$ cat config.mk
export PLATFORM = sky130hd
export DESIGN_NAME = ser_async_tx
export DESIGN_NICKNAME = d
export VERILOG_FILES = /design/src/rtl/ser_tx_pkg.sv /design/src/rtl/ser_tx_hold.sv /design/src/rtl/ser_tx_timer.sv /design/src/rtl/ser_tx_framer.sv /design/src/rtl/ser_async_tx.sv
export SDC_FILE = /design/constraint.sdc
export NUM_CORES = 1
export LEC_CHECK = 0
export BUFFER_PORTS_ARGS = -buffer_cell sky130_fd_sc_hd__buf_2
export CAP_MARGIN = 20
export CORE_MARGIN = 1
export CORE_UTILIZATION = 60
export CTS_BUF_LIST = sky130_fd_sc_hd__clkbuf_16
export DETAILED_ROUTE_END_ITERATION = 16
export PLACE_DENSITY = 0.82
export SLEW_MARGIN = 20
export SYNTH_ARGS = -nofsm -noshare
export SYNTH_HDL_FRONTEND = slang
export SYNTH_SLANG_ARGS = --single-unit
$ cat constraint.sdc
create_clock -name clk -period 4.7 [get_ports clk]
set_input_delay 0.47 -clock clk [delete_from_list [all_inputs] [get_ports clk]]
set_output_delay 0.47 -clock clk [all_outputs]
set_load 0.05 [all_outputs]
$ cat src/rtl/ser_tx_pkg.sv
package ser_tx_pkg;
  localparam int CHAR_W = 8;

  typedef enum logic [2:0] {
    ST_IDLE  = 3'd0,
    ST_START = 3'd1,
    ST_DATA  = 3'd2,
    ST_PAR   = 3'd3,
    ST_STOP  = 3'd4
  } tx_state_e;

  // mask of the active data bits for a length code (0..3 -> 5..8 bits)
  function automatic logic [CHAR_W-1:0] len_mask(input logic [1:0] code);
    return {CHAR_W{1'b1}} >> (2'd3 - code);
  endfunction
endpackage

$ cat src/rtl/ser_tx_hold.sv
module ser_tx_hold
  import ser_tx_pkg::*;
(
  input  logic              clk,
  input  logic              rst_n,
  input  logic              gate_ok,
  input  logic              in_valid,
  input  logic [CHAR_W-1:0] in_data,
  output logic              in_ready,
  input  logic              take,
  output logic              full,
  output logic [CHAR_W-1:0] data
);
  logic              full_q;
  logic [CHAR_W-1:0] data_q;

  assign in_ready = gate_ok & ~full_q;
  assign full     = full_q;
  assign data     = data_q;

  always_ff @(posedge clk or negedge rst_n) begin
    if (!rst_n) begin
      full_q <= 1'b0;
      data_q <= '0;
    end else if (in_valid && in_ready) begin
      full_q <= 1'b1;
      data_q <= in_data;
    end else if (take) begin
      full_q <= 1'b0;
    end
  end
endmodule

$ cat src/rtl/ser_tx_timer.sv
module ser_tx_timer #(
  parameter int CW = 8
) (
  input  logic          clk,
  input  logic          rst_n,
  input  logic          tick,
  input  logic          load,
  input  logic [CW-1:0] load_val,
  output logic          expire
);
  logic [CW-1:0] cnt_q;

  assign expire = tick && (cnt_q == '0);

  always_ff @(posedge clk or negedge rst_n) begin
    if (!rst_n)               cnt_q <= '0;
    else if (load)            cnt_q <= load_val;
    else if (tick && cnt_q != '0) cnt_q <= cnt_q - 1'b1;
  end
endmodule

$ cat src/rtl/ser_tx_framer.sv
module ser_tx_framer
  import ser_tx_pkg::*;
#(
  parameter int MID_FACTOR  = 16,
  parameter int HIGH_FACTOR = 64
) (
  input  logic              clk,
  input  logic              rst_n,
  input  logic              tick,
  input  logic [1:0]        cfg_len,
  input  logic              cfg_par_en,
  input  logic              cfg_par_odd,
  input  logic [1:0]        cfg_stop,
  input  logic [1:0]        cfg_factor,
  input  logic              hold_full,
  input  logic [CHAR_W-1:0] hold_data,
  output logic              take,
  output logic              line,
  output logic              idle
);
  localparam int CW = $clog2(2 * HIGH_FACTOR + 1);
  localparam logic [CW-1:0] T_ONE  = CW'(1);
  localparam logic [CW-1:0] T_MID  = CW'(MID_FACTOR);
  localparam logic [CW-1:0] T_HIGH = CW'(HIGH_FACTOR);

  tx_state_e         state_q;
  logic [CHAR_W-1:0] sr_q;
  logic [2:0]        idx_q;
  logic              par_q;
  logic [CW-1:0]     bit_len, stop_len, load_val;
  logic              load, t_exp, done, start_now, last_bit;
  logic [CHAR_W-1:0] masked;

  always_comb begin
    case (cfg_factor)
      2'd0:    bit_len = T_ONE;
      2'd1:    bit_len = T_MID;
      default: bit_len = T_HIGH;
    endcase
    case (cfg_stop)
      2'd0:    stop_len = bit_len;
      2'd1:    stop_len = (cfg_factor == 2'd0) ? (bit_len << 1)
                                               : (bit_len + (bit_len >> 1));
      default: stop_len = bit_len << 1;
    endcase
  end

  assign masked    = hold_data & len_mask(cfg_len);
  assign done      = t_exp && (state_q != ST_IDLE);
  assign last_bit  = (idx_q == (3'd4 + {1'b0, cfg_len}));
  assign start_now = tick && hold_full &&
                     ((state_q == ST_IDLE) || (state_q == ST_STOP && done));
  assign take      = start_now;
  assign idle      = (state_q == ST_IDLE);

  always_comb begin
    load     = start_now;
    load_val = bit_len - 1'b1;
    if (!start_now && done) begin
      case (state_q)
        ST_START: load = 1'b1;
        ST_DATA: begin
          load = 1'b1;
          if (last_bit && !cfg_par_en) load_val = stop_len - 1'b1;
        end
        ST_PAR: begin
          load     = 1'b1;
          load_val = stop_len - 1'b1;
        end
        default: load = 1'b0;
      endcase
    end
  end

  always_comb begin
    case (state_q)
      ST_START: line = 1'b0;
      ST_DATA:  line = sr_q[0];
      ST_PAR:   line = par_q;
      default:  line = 1'b1;
    endcase
  end

  always_ff @(posedge clk or negedge rst_n) begin
    if (!rst_n) begin
      state_q <= ST_IDLE;
      sr_q    <= '0;
      idx_q   <= '0;
      par_q   <= 1'b0;
    end else if (start_now) begin
      state_q <= ST_START;
      sr_q    <= masked;
      idx_q   <= '0;
      par_q   <= cfg_par_odd ? ~(^masked) : (^masked);
    end else if (done) begin
      case (state_q)
        ST_START: state_q <= ST_DATA;
        ST_DATA: begin
          if (last_bit) state_q <= cfg_par_en ? ST_PAR : ST_STOP;
          else begin
            idx_q <= idx_q + 1'b1;
            sr_q  <= sr_q >> 1;
          end
        end
        ST_PAR:  state_q <= ST_STOP;
        default: state_q <= ST_IDLE;
      endcase
    end
  end

  ser_tx_timer #(.CW(CW)) u_timer (
    .clk      (clk),
    .rst_n    (rst_n),
    .tick     (tick),
    .load     (load),
    .load_val (load_val),
    .expire   (t_exp)
  );
endmodule

$ cat src/rtl/ser_async_tx.sv
module ser_async_tx
  import ser_tx_pkg::*;
#(
  parameter int MID_FACTOR  = 16,
  parameter int HIGH_FACTOR = 64
) (
  input  logic       clk,
  input  logic       rst_n,
  input  logic       tick_en,
  input  logic [1:0] cfg_len,
  input  logic       cfg_par_en,
  input  logic       cfg_par_odd,
  input  logic [1:0] cfg_stop,
  input  logic [1:0] cfg_factor,
  input  logic       tx_en,
  input  logic       cts_n,
  input  logic       brk,
  input  logic       in_valid,
  input  logic [7:0] in_data,
  output logic       in_ready,
  output logic       txd,
  output logic       tx_empty
);
  logic              hold_full, take, line, idle;
  logic [CHAR_W-1:0] hold_data;

  ser_tx_hold u_hold (
    .clk      (clk),
    .rst_n    (rst_n),
    .gate_ok  (tx_en & ~cts_n),
    .in_valid (in_valid),
    .in_data  (in_data),
    .in_ready (in_ready),
    .take     (take),
    .full     (hold_full),
    .data     (hold_data)
  );

  ser_tx_framer #(
    .MID_FACTOR  (MID_FACTOR),
    .HIGH_FACTOR (HIGH_FACTOR)
  ) u_framer (
    .clk         (clk),
    .rst_n       (rst_n),
    .tick        (tick_en),
    .cfg_len     (cfg_len),
    .cfg_par_en  (cfg_par_en),
    .cfg_par_odd (cfg_par_odd),
    .cfg_stop    (cfg_stop),
    .cfg_factor  (cfg_factor),
    .hold_full   (hold_full),
    .hold_data   (hold_data),
    .take        (take),
    .line        (line),
    .idle        (idle)
  );

  assign txd      = line & ~brk;
  assign tx_empty = ~hold_full & idle;
endmodule

==> results.md, run 1 <==
- Wire per inst: 15.5 um
- Starting Density: 65.6%
- Worst slew margin: 36.2%
- Synth cell types: 50
- Power Density: 580 nW/um2
- CP Depth: 7
- CP max FO: 10
- Ys flop type: dfrtp_1
- Die width: 60.7 um
- Post-cts resize count: 0
- # diodes: 0
- Share of cells above drive strength 1: 24.6%
- Num rows: 20
- Synthesized area: 2070 um2
- CTS Buf Count: 5
- Critical-path cell list: inv_1 -> ha_1 -> nor4b_4 -> nand3_2 -> nor3_2 -> mux2i_1 -> o21ai_1
- Worst-Margin Slew: about 0.95 ns
- Final core occ: approximately three quarters
- Pre-antenna DRT Iters: 4
- GRT Residual Overflow: 0
- Static leakage: 1.04 nW
- Drt initial violations: 80
- Final critical-path share of the clock period: 57.6%
- WP data arrival: 2.84 ns
- Clock Tree Buf Depth: 2
- Nets@finish: 256
- Post-CTS Setup Inserts: 0
- Via count: 1611
- Core area: 3150 um2
- Required time of the worst setup path: 4.83 ns
- Crit path max-delay family: simple AND/OR/NAND/NOR gates
- H-tree levels: 2
- DRC viols: 0
- Max rail drop VDD: 0.483 mV
- PortBufs: 25
- Post-synthesis xor/xnor area fraction: 7.20%
- Final hold viol count: 0
- EDFF count, synth: 0
- Mux contribution to synthesized area: ~14%
- Synth Instances: about 200
- Seq/Total Area, Yosys: 38.7%
- HPWL after DPL: 3.13 mm
- First-pass GRT wire length: 7.03 mm
- Worst-Skew Late Latency: 0.28 ns
- # setup viols final: 0
- Reg2Reg Depth: 7
- Post-Synth Adder-Cell Area: 3.63%
- Vias/cell: 5.92
- Syn nets: ~230
- Vias in the first global route: 1544
- Hold buffers post-CTS: 0
- Synth Area in Compound Gates: 13.8%
- Die Footprint: 3690 um2
- Post-DRT Antenna Nets: 0
- CP Class: reg -> reg
- Max cap viols: 0
- Die height: 60.7 um
- Syn avg cell area: 10.1 um2
- Post-Synth Simple-Gate Area: 18.6%
- Flops & latches, synth: 32
- Sum of negative setup slack: 0 ns
- CP peak stage delay: 0.81 ns
- CTS tree: yes
- Critical Path Source Type: flip-flop
- F_max: 370 MHz
- Run status: finished clean
- Worst Skew: 0.00274 ns
- WL final: 4.23 mm
- Largest net degree at the start of global routing: 33
- Initial antenna violation count: 0
- Root Buffer: clkbuf_16
- Top-Level Pins: 26
- Crit-path slowest cell: nor3_2
- Total track usage: 27.0%
- Ys Warns: 0
- Setup crit end kind: flip-flop
- RSZ-0062 raised after global routing: false
- Max-slew violations: 0
- Largest family of logic cells by synthesized area: simple AND/OR/NAND/NOR gates
- CP bufs+invs: 1
- Area Growth Syn to Fin: 13.7%
- Hold Path Class: in -> async
- Crit path time final: between 2 and 3 ns
- RePlAce Congestion: 0.877
- Worst-path clk slew: 0.05 ns
- CTS Sinks: 32
- Fraction of registers with async set/reset: 100%
-- kinds of logic after synthesis --
logic type,count (synthesis)
AND/OR/NAND/NOR,62
AO/OA/AOI/OAI,41
flip-flops,32
multiplexers,27
buffers and inverters,19
XOR/XNOR,17
adder cells (fa/ha/maj),6
-- per-layer routing --
| layer | share of wire, % | vias up | global-route usage (%) |
|---|---|---|---|
| li1 | - | 773 | - |
| met1 | 46 | 781 | 35.3 |
| met2 | 46 | 48 | 41.1 |
| met3 | 5.2 | 9 | 8.32 |
| met4 | 2.2 | 0 | 13.0 |
| met5 | 0 | - | 0 |
-- area by class of cell --
type | count | area [um2]
Tap cell | 44 | 55.1
Timing Repair Buffer | 25 | 125
Fill cell | 244 | 802
Sequential cell | 32 | 801
Clock inverter | 3 | 18.8
Clock buffer | 5 | 125
Inverter | 10 | 37.5
Multi-Input combinational cell | 153 | 1190
-- synth_stat cells (2+ instances only) --
library cell,n,share of area [%]
dfrtp_1,32,39
mux2i_1,17,8.2
nand2_1,13,2.4
nor2_1,12,2.2
xnor2_1,12,5.1
a21oi_1,10,2.4
inv_1,10,1.8
mux2_2,9,4.9
o21ai_1,7,1.7
ha_1,6,3.6
o21ai_0,6,1.5
nor3b_1,5,1.8
xor2_1,5,2.1
a21o_1,3,1.1
buf_2,3,0.73
clkbuf_1,3,0.54
nand4_1,3,0.91
or2_2,3,0.91
a211o_1,2,0.85
a32oi_1,2,0.85
and3_1,2,0.60
buf_4,2,0.73
nand2b_1,2,0.60
nand3_1,2,0.48
nor2b_1,2,0.60
nor3_1,2,0.48
nor3_2,2,0.97
nor4_1,2,0.60
o21bai_1,2,0.73
or3_1,2,0.60
or3b_1,2,0.85
-- layout by cell type, fill, tap and decap left out, types with 3 or more instances in the layout --
| cell | n |
|---|---|
| xor2_1 | 5 |
| o21ai_1 | 7 |
| dfrtp_1 | 32 |
| nor3b_1 | 5 |
| nand2_1 | 13 |
| mux2i_1 | 17 |
| or2_2 | 3 |
| a21o_1 | 3 |
| clkbuf_16 | 5 |
| a21oi_1 | 10 |
| nor2_1 | 12 |
| inv_1 | 10 |
| buf_2 | 25 |
| mux2_2 | 9 |
| xnor2_1 | 12 |
| nand4_1 | 3 |
| ha_1 | 6 |
| o21ai_0 | 6 |
-- report_power, final --
group	internal, mW	switching [mW]	leakage [nW]
Clock	0.195	0.116	0.0736
Combinational	0.261	0.270	0.566
Sequential	0.389	0.134	0.404
-- path summary, 6_finish.rpt --
| check | start | to | slack (ns) |
|---|---|---|---|
| worst max-delay path | u_framer.u_timer.cnt_q[0]$_DFFE_PN0P_ | u_framer.sr_q[2]$_DFFE_PN0P_ | 1.99 |
| worst min-delay path | rst_n | u_framer.idx_q[1]$_DFFE_PN0P_ | 0.23 |
| worst max register to register | u_framer.u_timer.cnt_q[0]$_DFFE_PN0P_ | u_framer.sr_q[2]$_DFFE_PN0P_ | 1.99 |
| worst min register to register | u_hold.data[5]$_DFFE_PN0P_ | u_hold.data[5]$_DFFE_PN0P_ | 0.50 |
| max in group asynchronous | rst_n | u_framer.u_timer.cnt_q[6]$_DFFE_PN0P_ | 4.04 |
| min in group clk | in_data[3] | u_hold.data[3]$_DFFE_PN0P_ | 0.42 |
-- sequential cells by signal, summed over array words and instances (netlist names) --
| register | flops |
|---|---|
| u_framer.sr_q | 8 |
| u_framer.u_timer.cnt_q | 8 |
| u_hold.data | 8 |
| u_framer.idx_q | 3 |
| u_framer.state_q | 3 |
| u_framer.par_q | 1 |
| u_hold.full | 1 |
-- stage by stage --
stage          setup slack (ns)  total power, mW  hold slack (ns)  cell area (um2)  std cells
3_3_place_gp               2.11             1.00            0.497             2200        264
3_5_place_dp               1.89             1.04            0.497             2200        264
4_1_cts                    1.90             1.36            0.250             2340        272
5_1_grt                    1.84             1.45            0.285             2350        272
2_1_floorplan              2.02            0.920            0.174             2070        204
6_report                   1.99             1.36            0.226             2350        272
-- worst reg2reg max path: cells and delay by family, from the launching register on --
family / cells / cell delay [ns]
buffers and inverters: 1 / 0.13
adder cells (fa/ha/maj): 1 / 0.26
multiplexers: 1 / 0.31
flip-flops: 1 / 0.37
AND/OR/NAND/NOR: 3 / 1.41
AO/OA/AOI/OAI: 1 / 0.08
Note: power is estimated with default switching activity, not from simulation.
==> inputs of run 2 (changes only) <==
Settings changed: CORE_UTILIZATION 60 to 52, PLACE_DENSITY 0.82 to 0.76.
Clock period 4.7 ns to 2.2 ns, I/O delays scaled along.
==> run 2 against run 1 <==
The flow now finishes with violations (hold timing). Wire length down 0.80%. Sequential share of layout area down 1.2 points. Flip-flop and latch count unchanged. Total power up 110%. Count of clock-buffer cells in the layout unchanged. First-iteration DRC count up 51%. Cell area up 3.6%. Maximum frequency up 29%. Critical path depth up 1. Core utilization down 9.5 points. Critical endpoint is now u_framer.sr_q[0]$_DFFE_PN0P_.
==> results.md, run 2 (synthesis gave the netlist of run 1 again) <==
- Die height: between 60 and 70 um
- H-tree levels: 2
- F_max: 477 MHz
- CP bufs+invs: 2
- Max rail drop VDD: 0.840 mV
- Vias/cell: 5.63
- Critical Path Source Type: flip-flop
- Drt initial violations: 121
- CP Class: reg -> reg
- Run status: complete, but fails checks
- Root Buffer: clkbuf_16
- Most common cell after layout, fill and taps aside: dfrtp_1
- Power Density: approximately 1200 nW/um2
- Max cap viols: 0
- Critical-path cell list: inv_1 -> ha_2 -> nor4b_4 -> nand3_2 -> nor3_4 -> buf_4 -> mux2i_1 -> o21ai_1
- Setup crit end kind: flip-flop
- CTS Sinks: 32
- WL final: roughly 4.2 mm
- RR Endpoint: u_framer.sr_q[0]$_DFFE_PN0P_
- Via count: 1611
- Share of cells above drive strength 1: around 28%
- GRT met3 Usage: 4.93%
- Worst hold margin: -0.00169 ns
- Failing checks: hold timing
- Hold Path Class: in -> async
- WP data arrival: 2.25 ns
- Max-slew violations: 0
- Num rows: 22
- CP peak stage delay: about 0.38 ns
- Wire per inst: 14.7 um
- Worst-path clk slew: 0.05 ns
- CTS Buf Count: 5
- CP max FO: 5
- Area Growth Syn to Fin: 17.8%
- GRT Residual Overflow: 0
- Crit-path slowest cell: dfrtp_1
- Reg2Reg Depth: 8
- Met1 Usage GRT: 30.9%
- Required time of the worst setup path: 2.35 ns
- Starting Density: 55.2%
- Post-placement cell count: 275
- PortBufs: 25
- DRC viols: 0
- Grt met2 use: 37.1%
- Peak-usage layer in the global routing report: met2
- Reg-to-reg slack, setup: 0.10 ns
- Worst slew margin: 53.3%
- Pre-antenna DRT Iters: 4
- Worst Skew: approximately 0.0047 ns
- Post-DRT Antenna Nets: 0
- Crit path max-delay family: simple AND/OR/NAND/NOR gates
- Core area: 3740 um2
- Static leakage: 1.09 nW
- # setup viols final: 0
- Clock Tree Buf Depth: 2
- Worst-Skew Late Latency: 0.27 ns
- CTS tree: yes
- # diodes: 0
- First-pass GRT wire length: approximately 7.3 mm
- HPWL after DPL: 3.02 mm
- Final hold viol count: 3
- Vias in the first global route: 1569
- Commonest non-fill, non-tap cells in the layout: dfrtp_1, buf_2, mux2i_1
- RePlAce Congestion: around 0.9
- Largest net degree at the start of global routing: 33
- Final std cells w/o fill: roughly 290
- Top-Level Pins: 26
- Crit path time final: approximately 2.1 ns
- Initial antenna violation count: 0
- Die Footprint: 4230 um2
- Worst-Margin Slew: approximately 0.7 ns
- Final critical-path share of the clock period: 95.3%
- Nets@finish: roughly 270
- Die width: 65.1 um
- Total track usage: 22.8%
- Worst r2r src: u_framer.u_timer.cnt_q[0]$_DFFE_PN0P_
-- run 2: metrics by stage --
| step | util [%] | TNS (ns) | total power, mW | worst slack, ns | instance area [um2] |
|---|---|---|---|---|---|
| after CTS | 64.2 | 0 | 2.90 | 0.0320 | 2400 |
| after global placement | 60.6 | 0 | 2.20 | 0.187 | 2270 |
| after global routing | 65.1 | -0.00296 | 3.11 | -0.00155 | 2440 |
| after detailed placement | 60.6 | 0 | 2.24 | 0.112 | 2270 |
| after floorplan | - | 0 | 1.97 | 0.0938 | 2080 |
| final | 65.1 | 0 | 2.90 | 0.103 | 2440 |
-- run 2: worst max-delay path by stage --
stage	start	end	slack (ns)	cells past startpoint
final	u_framer.u_timer.cnt_q[0]$_DFFE_PN0P_	u_framer.sr_q[0]$_DFFE_PN0P_	0.10	8
after global routing	u_framer.u_timer.cnt_q[0]$_DFFE_PN0P_	u_framer.sr_q[2]$_DFFE_PN0P_	-0.002	8
after CTS	u_framer.u_timer.cnt_q[0]$_DFFE_PN0P_	u_framer.sr_q[0]$_DFFE_PN0P_	0.03	8
after detailed placement	u_framer.u_timer.cnt_q[0]$_DFFE_PN0P_	u_framer.u_timer.cnt_q[4]$_DFFE_PN0P_	0.11	7
after global placement	u_framer.u_timer.cnt_q[0]$_DFFE_PN0P_	u_framer.u_timer.cnt_q[1]$_DFFE_PN0P_	0.19	6
after floorplan	u_hold.full$_DFFE_PN0P_	u_hold.data[0]$_DFFE_PN0P_	0.09	4
-- run 2: where the power goes --
part	leakage [nW]	switching, mW	internal, mW
sequential	0.404	0.256	0.831
clock	0.0738	0.216	0.405
combinational	0.617	0.606	0.588
total	1.09	1.08	1.82
-- run 2: layout make-up --
| cell class | count | area [um2] |
|---|---|---|
| tap | 48 | 60.1 |
| timing repair buffer | 35 | 200 |
| fill | 317 | 1310 |
| clock inverter | 3 | 11.3 |
| clock buffer | 5 | 125 |
| sequential | 32 | 801 |
| inverter | 10 | 37.5 |
| multi-input combinational | 153 | 1200 |
-- run 2: repair_timing --
item / CTS / global route
endpoints found under the hold margin: 0 / 0
hold buffers: 0 / 0
setup buffers: 0 / 3
gates resized for setup: 0 / 2
setup endpoints to repair: 0 / 10
-- run 2: routing by layer --
layer | vias to the layer above | part of all wire [%]
li1 | 797 | -
met1 | 777 | 46
met2 | 33 | 50
met3 | 4 | 3.8
met4 | 0 | 0.86
met5 | - | 0
==> inputs of run 3 (changes only) <==
--- a/config.mk
+++ b/config.mk
@@ -17,2 +17,3 @@
 export SYNTH_HDL_FRONTEND = slang
+export SYNTH_HIERARCHICAL = 1
 export SYNTH_SLANG_ARGS = --single-unit
==> constraint.sdc (replaced) <==
create_clock -name clk -period 2.2 [get_ports clk]
set_input_delay 0.11 -clock clk [delete_from_list [all_inputs] [get_ports clk]]
set_output_delay 0.11 -clock clk [all_outputs]
set_load 0.05 [all_outputs]
==> run 3 against run 2 <==
The flow now finishes without violations. Worst setup slack got worse by 0.036 ns. Global-route usage down 1.2 points. Cell area up 2.4%. Wire length shrank 2.1%. Critical path depth up 2. Flip-flop and latch count is the same. Non-clock buffer count up 6. Sequential power increased by 5%. Combinational power barely moved. Clock power up 22%. Largest power group unchanged.
==> results.md, run 3 <==
- Top post-synthesis cells by area: dfrtp_1, mux2_2, xnor2_1
- Syn avg cell area: 9.53 um2
- CP peak stage delay: around 0.40 ns
- # setup viols final: 0
- Worst Skew: ~0.0030 ns
- Worst slew margin: 52.6%
- PortBufs: 25
- Post-DRT Antenna Nets: 0
- Hold Path Class: in -> reg
- Placed Area: 2230 um2
- Nets@finish: 280
- Yosys top cell area share: approximately 40%
- CP max FO: 12
- RSZ-0062 raised after global routing: true
- F_max: around 470 MHz
- Seq/Total Area, Yosys: roughly 40%
- Final std cells w/o fill: ~300
- Synth top cells by count: dfrtp_1, nand2_1, nor2_1, a21oi_1, inv_1
- Pre-CTS setup slack: -0.128 ns
- Crit-path slowest cell: dfrtp_1
- Core area: 3690 um2
- Most common cell after layout, fill and taps aside: dfrtp_1
- Commonest non-fill, non-tap cells in the layout: dfrtp_1, buf_2, nand2_1
- Setup crit end kind: flip-flop
- EDFF count, synth: 0
- Crit path time final: 2.13 ns
- Max cap viols: 0
- Vias in the first global route: 1546
- WL final: about 4 mm
- Synth cell types: 48
- Initial antenna violation count: 0
- Filler cells: a little over 300
- WP data arrival: approximately 2.3 ns
- Largest net degree at the start of global routing: 33
- Die width: 64.0 um
- Post-placement cell count: about 280
- CP Class: reg -> reg
- Drt initial violations: 51
- Via count: 1632
- Die height: 64.0 um
- CTS Sinks: 32
- Critical Path Source Type: flip-flop
- Area Growth Syn to Fin: 24.6%
- RePlAce Congestion: 0.964
- Fraction of registers with async set/reset: 100%
- HPWL after DPL: 2.81 mm
- First-pass GRT wire length: 6.78 mm
- # diodes: 0
- CTS tree: yes
- CTS Buf Count: 5
- Worst-Margin Slew: slightly above 0.7 ns
- Syn nets: 238
- Static leakage: about 1.2 nW
- Largest area contributor in the netlist: dfrtp_1
- DRC viols: 0
- Wire per inst: 13.6 um
- Total track usage: between 20% and 30%
- Final hold viol count: 0
- Synthesized area: 2000 um2
- Die Footprint: approximately 4100 um2
- Top-Level Pins: 26
- Final critical-path share of the clock period: between 90% and 100%
- Max-slew violations: 0
- Power Density: ~1200 nW/um2
- Clock Tree Buf Depth: 2
- Run status: finished clean
- Final Instance Area: roughly 2500 um2
- Worst-path clk slew: roughly 0.050 ns
- Worst-Skew Late Latency: roughly 0.27 ns
- Vias/cell: 5.42
- Flops & latches, synth: 32
- Cell with the most instances after synthesis: dfrtp_1
- Required time of the worst setup path: 2.35 ns
- Critical-path cell list: inv_1 -> ha_2 -> nor3b_4 -> and3_4 -> nand2b_4 -> nand4_1 -> o21ai_2 -> buf_12 -> nor2b_4 -> a221o_1
- Max rail drop VDD: 0.887 mV
- H-tree levels: 2
- Root Buffer: clkbuf_16
- Num rows: 22
- Ys flop type: dfrtp_1
- Share of cells above drive strength 1: a little under a third
- Ys Warns: 6
- Worst hold margin: roughly 0.069 ns
- Synth Instances: 210
- Final worst slack: 0.0668 ns
- GRT Residual Overflow: 0
- Starting Density: 54.3%
- Pre-antenna DRT Iters: 4
## run 3: changes by cell type in the layout (fill, tap and decap cells not counted), sizes merged, moves of 3 or more
| cell | delta |
|---|---|
| mux2i | -13 |
| nand2 | +7 |
| a21oi | +6 |
| nor2b | +6 |
| buf | +5 |
| nor2 | +5 |
| inv | +4 |
| nand3 | +4 |
| a21o | -3 |
| nor3b | -3 |
| or2 | -3 |
## run 3: cells by family (layout without fill, tap and decap cells)
kind of cell,Yosys count,count (layout),share of synthesized area (%)
xor+xnor,14,14,6.12
fa+ha+maj,5,5,3.13
compound gates,48,48,16.0
simple gates,77,77,22.4
flops,32,32,40.0
mux,13,13,7.25
buf+inv,21,64,5.06
## run 3: path summary, 6_finish.rpt
check | endpoint | slack [ns] | start | depth (start not counted)
worst min-delay path | u_hold/data[0]$_DFFE_PN0P_ | 0.07 | in_data[0] | 2
min in group asynchronous | u_framer/u_timer/cnt_q[4]$_DFFE_PN0P_ | 0.43 | rst_n | 2
max in group asynchronous | u_framer/sr_q[7]$_DFFE_PN0P_ | 1.31 | rst_n | 2
worst max-delay path | u_framer/u_timer/cnt_q[5]$_DFFE_PN0P_ | 0.07 | u_framer/u_timer/cnt_q[0]$_DFFE_PN0P_ | 10
worst min register to register | u_framer/par_q$_DFFE_PN0P_ | 0.48 | u_framer/par_q$_DFFE_PN0P_ | 2
worst max register to register | u_framer/u_timer/cnt_q[5]$_DFFE_PN0P_ | 0.07 | u_framer/u_timer/cnt_q[0]$_DFFE_PN0P_ | 10
## run 3: cell type report
type	count	area [um2]	area share [%]
Clock buffer	5	125	5.02
Multi-Input combinational cell	157	1150	46.2
Clock inverter	3	38.8	1.55
Inverter	15	56.3	2.26
Timing Repair Buffer	41	262	10.5
Tap cell	48	60.1	2.41
Sequential cell	32	801	32.1
## run 3: worst max-delay path, delay by kind of cell, from the launching register on
| family | cells | cell delay [ns] |
|---|---|---|
| adder cells (fa/ha/maj) | 1 | 0.17 |
| AO/OA/AOI/OAI | 2 | 0.43 |
| buffers and inverters | 2 | 0.24 |
| flip-flops | 1 | 0.40 |
| AND/OR/NAND/NOR | 5 | 0.78 |
## run 3: what timing repair did
item | CTS | global route
setup endpoints to repair | 4 | 11
hold buffers | 1 | 0
resized for setup | 2 | 5
setup buffers | 3 | 4
hold endpoints to repair | 32 | 0
pin swaps | 1 | 7
gates cloned | 0 | 1
## run 3: metrics by stage
stage / util [%] / power, mW / TNS, ns
6_report: 67.6 / 3.11 / 0
4_1_cts: 66.1 / 3.07 / 0
3_5_place_dp: 60.5 / 2.28 / -0.189
3_3_place_gp: 60.5 / 2.24 / 0
5_1_grt: 67.6 / 3.31 / -0.155
2_1_floorplan: - / 2.02 / -0.0391
## run 3: power by group
group | leakage [nW] | total (mW) | internal, mW | switching, mW
combinational | 0.688 | 1.22 | 0.654 | 0.567
sequential | 0.392 | 1.14 | 0.851 | 0.285
clock | 0.0850 | 0.756 | 0.527 | 0.229
## run 3: metal layers
layer	routed length [um]	part of all wire, %	GRT usage [%]
met2	2190	53	39.4
met5	0	0	0
met3	106	2.6	4.82
met1	1810	44	25.3
met4	0	0	5.97
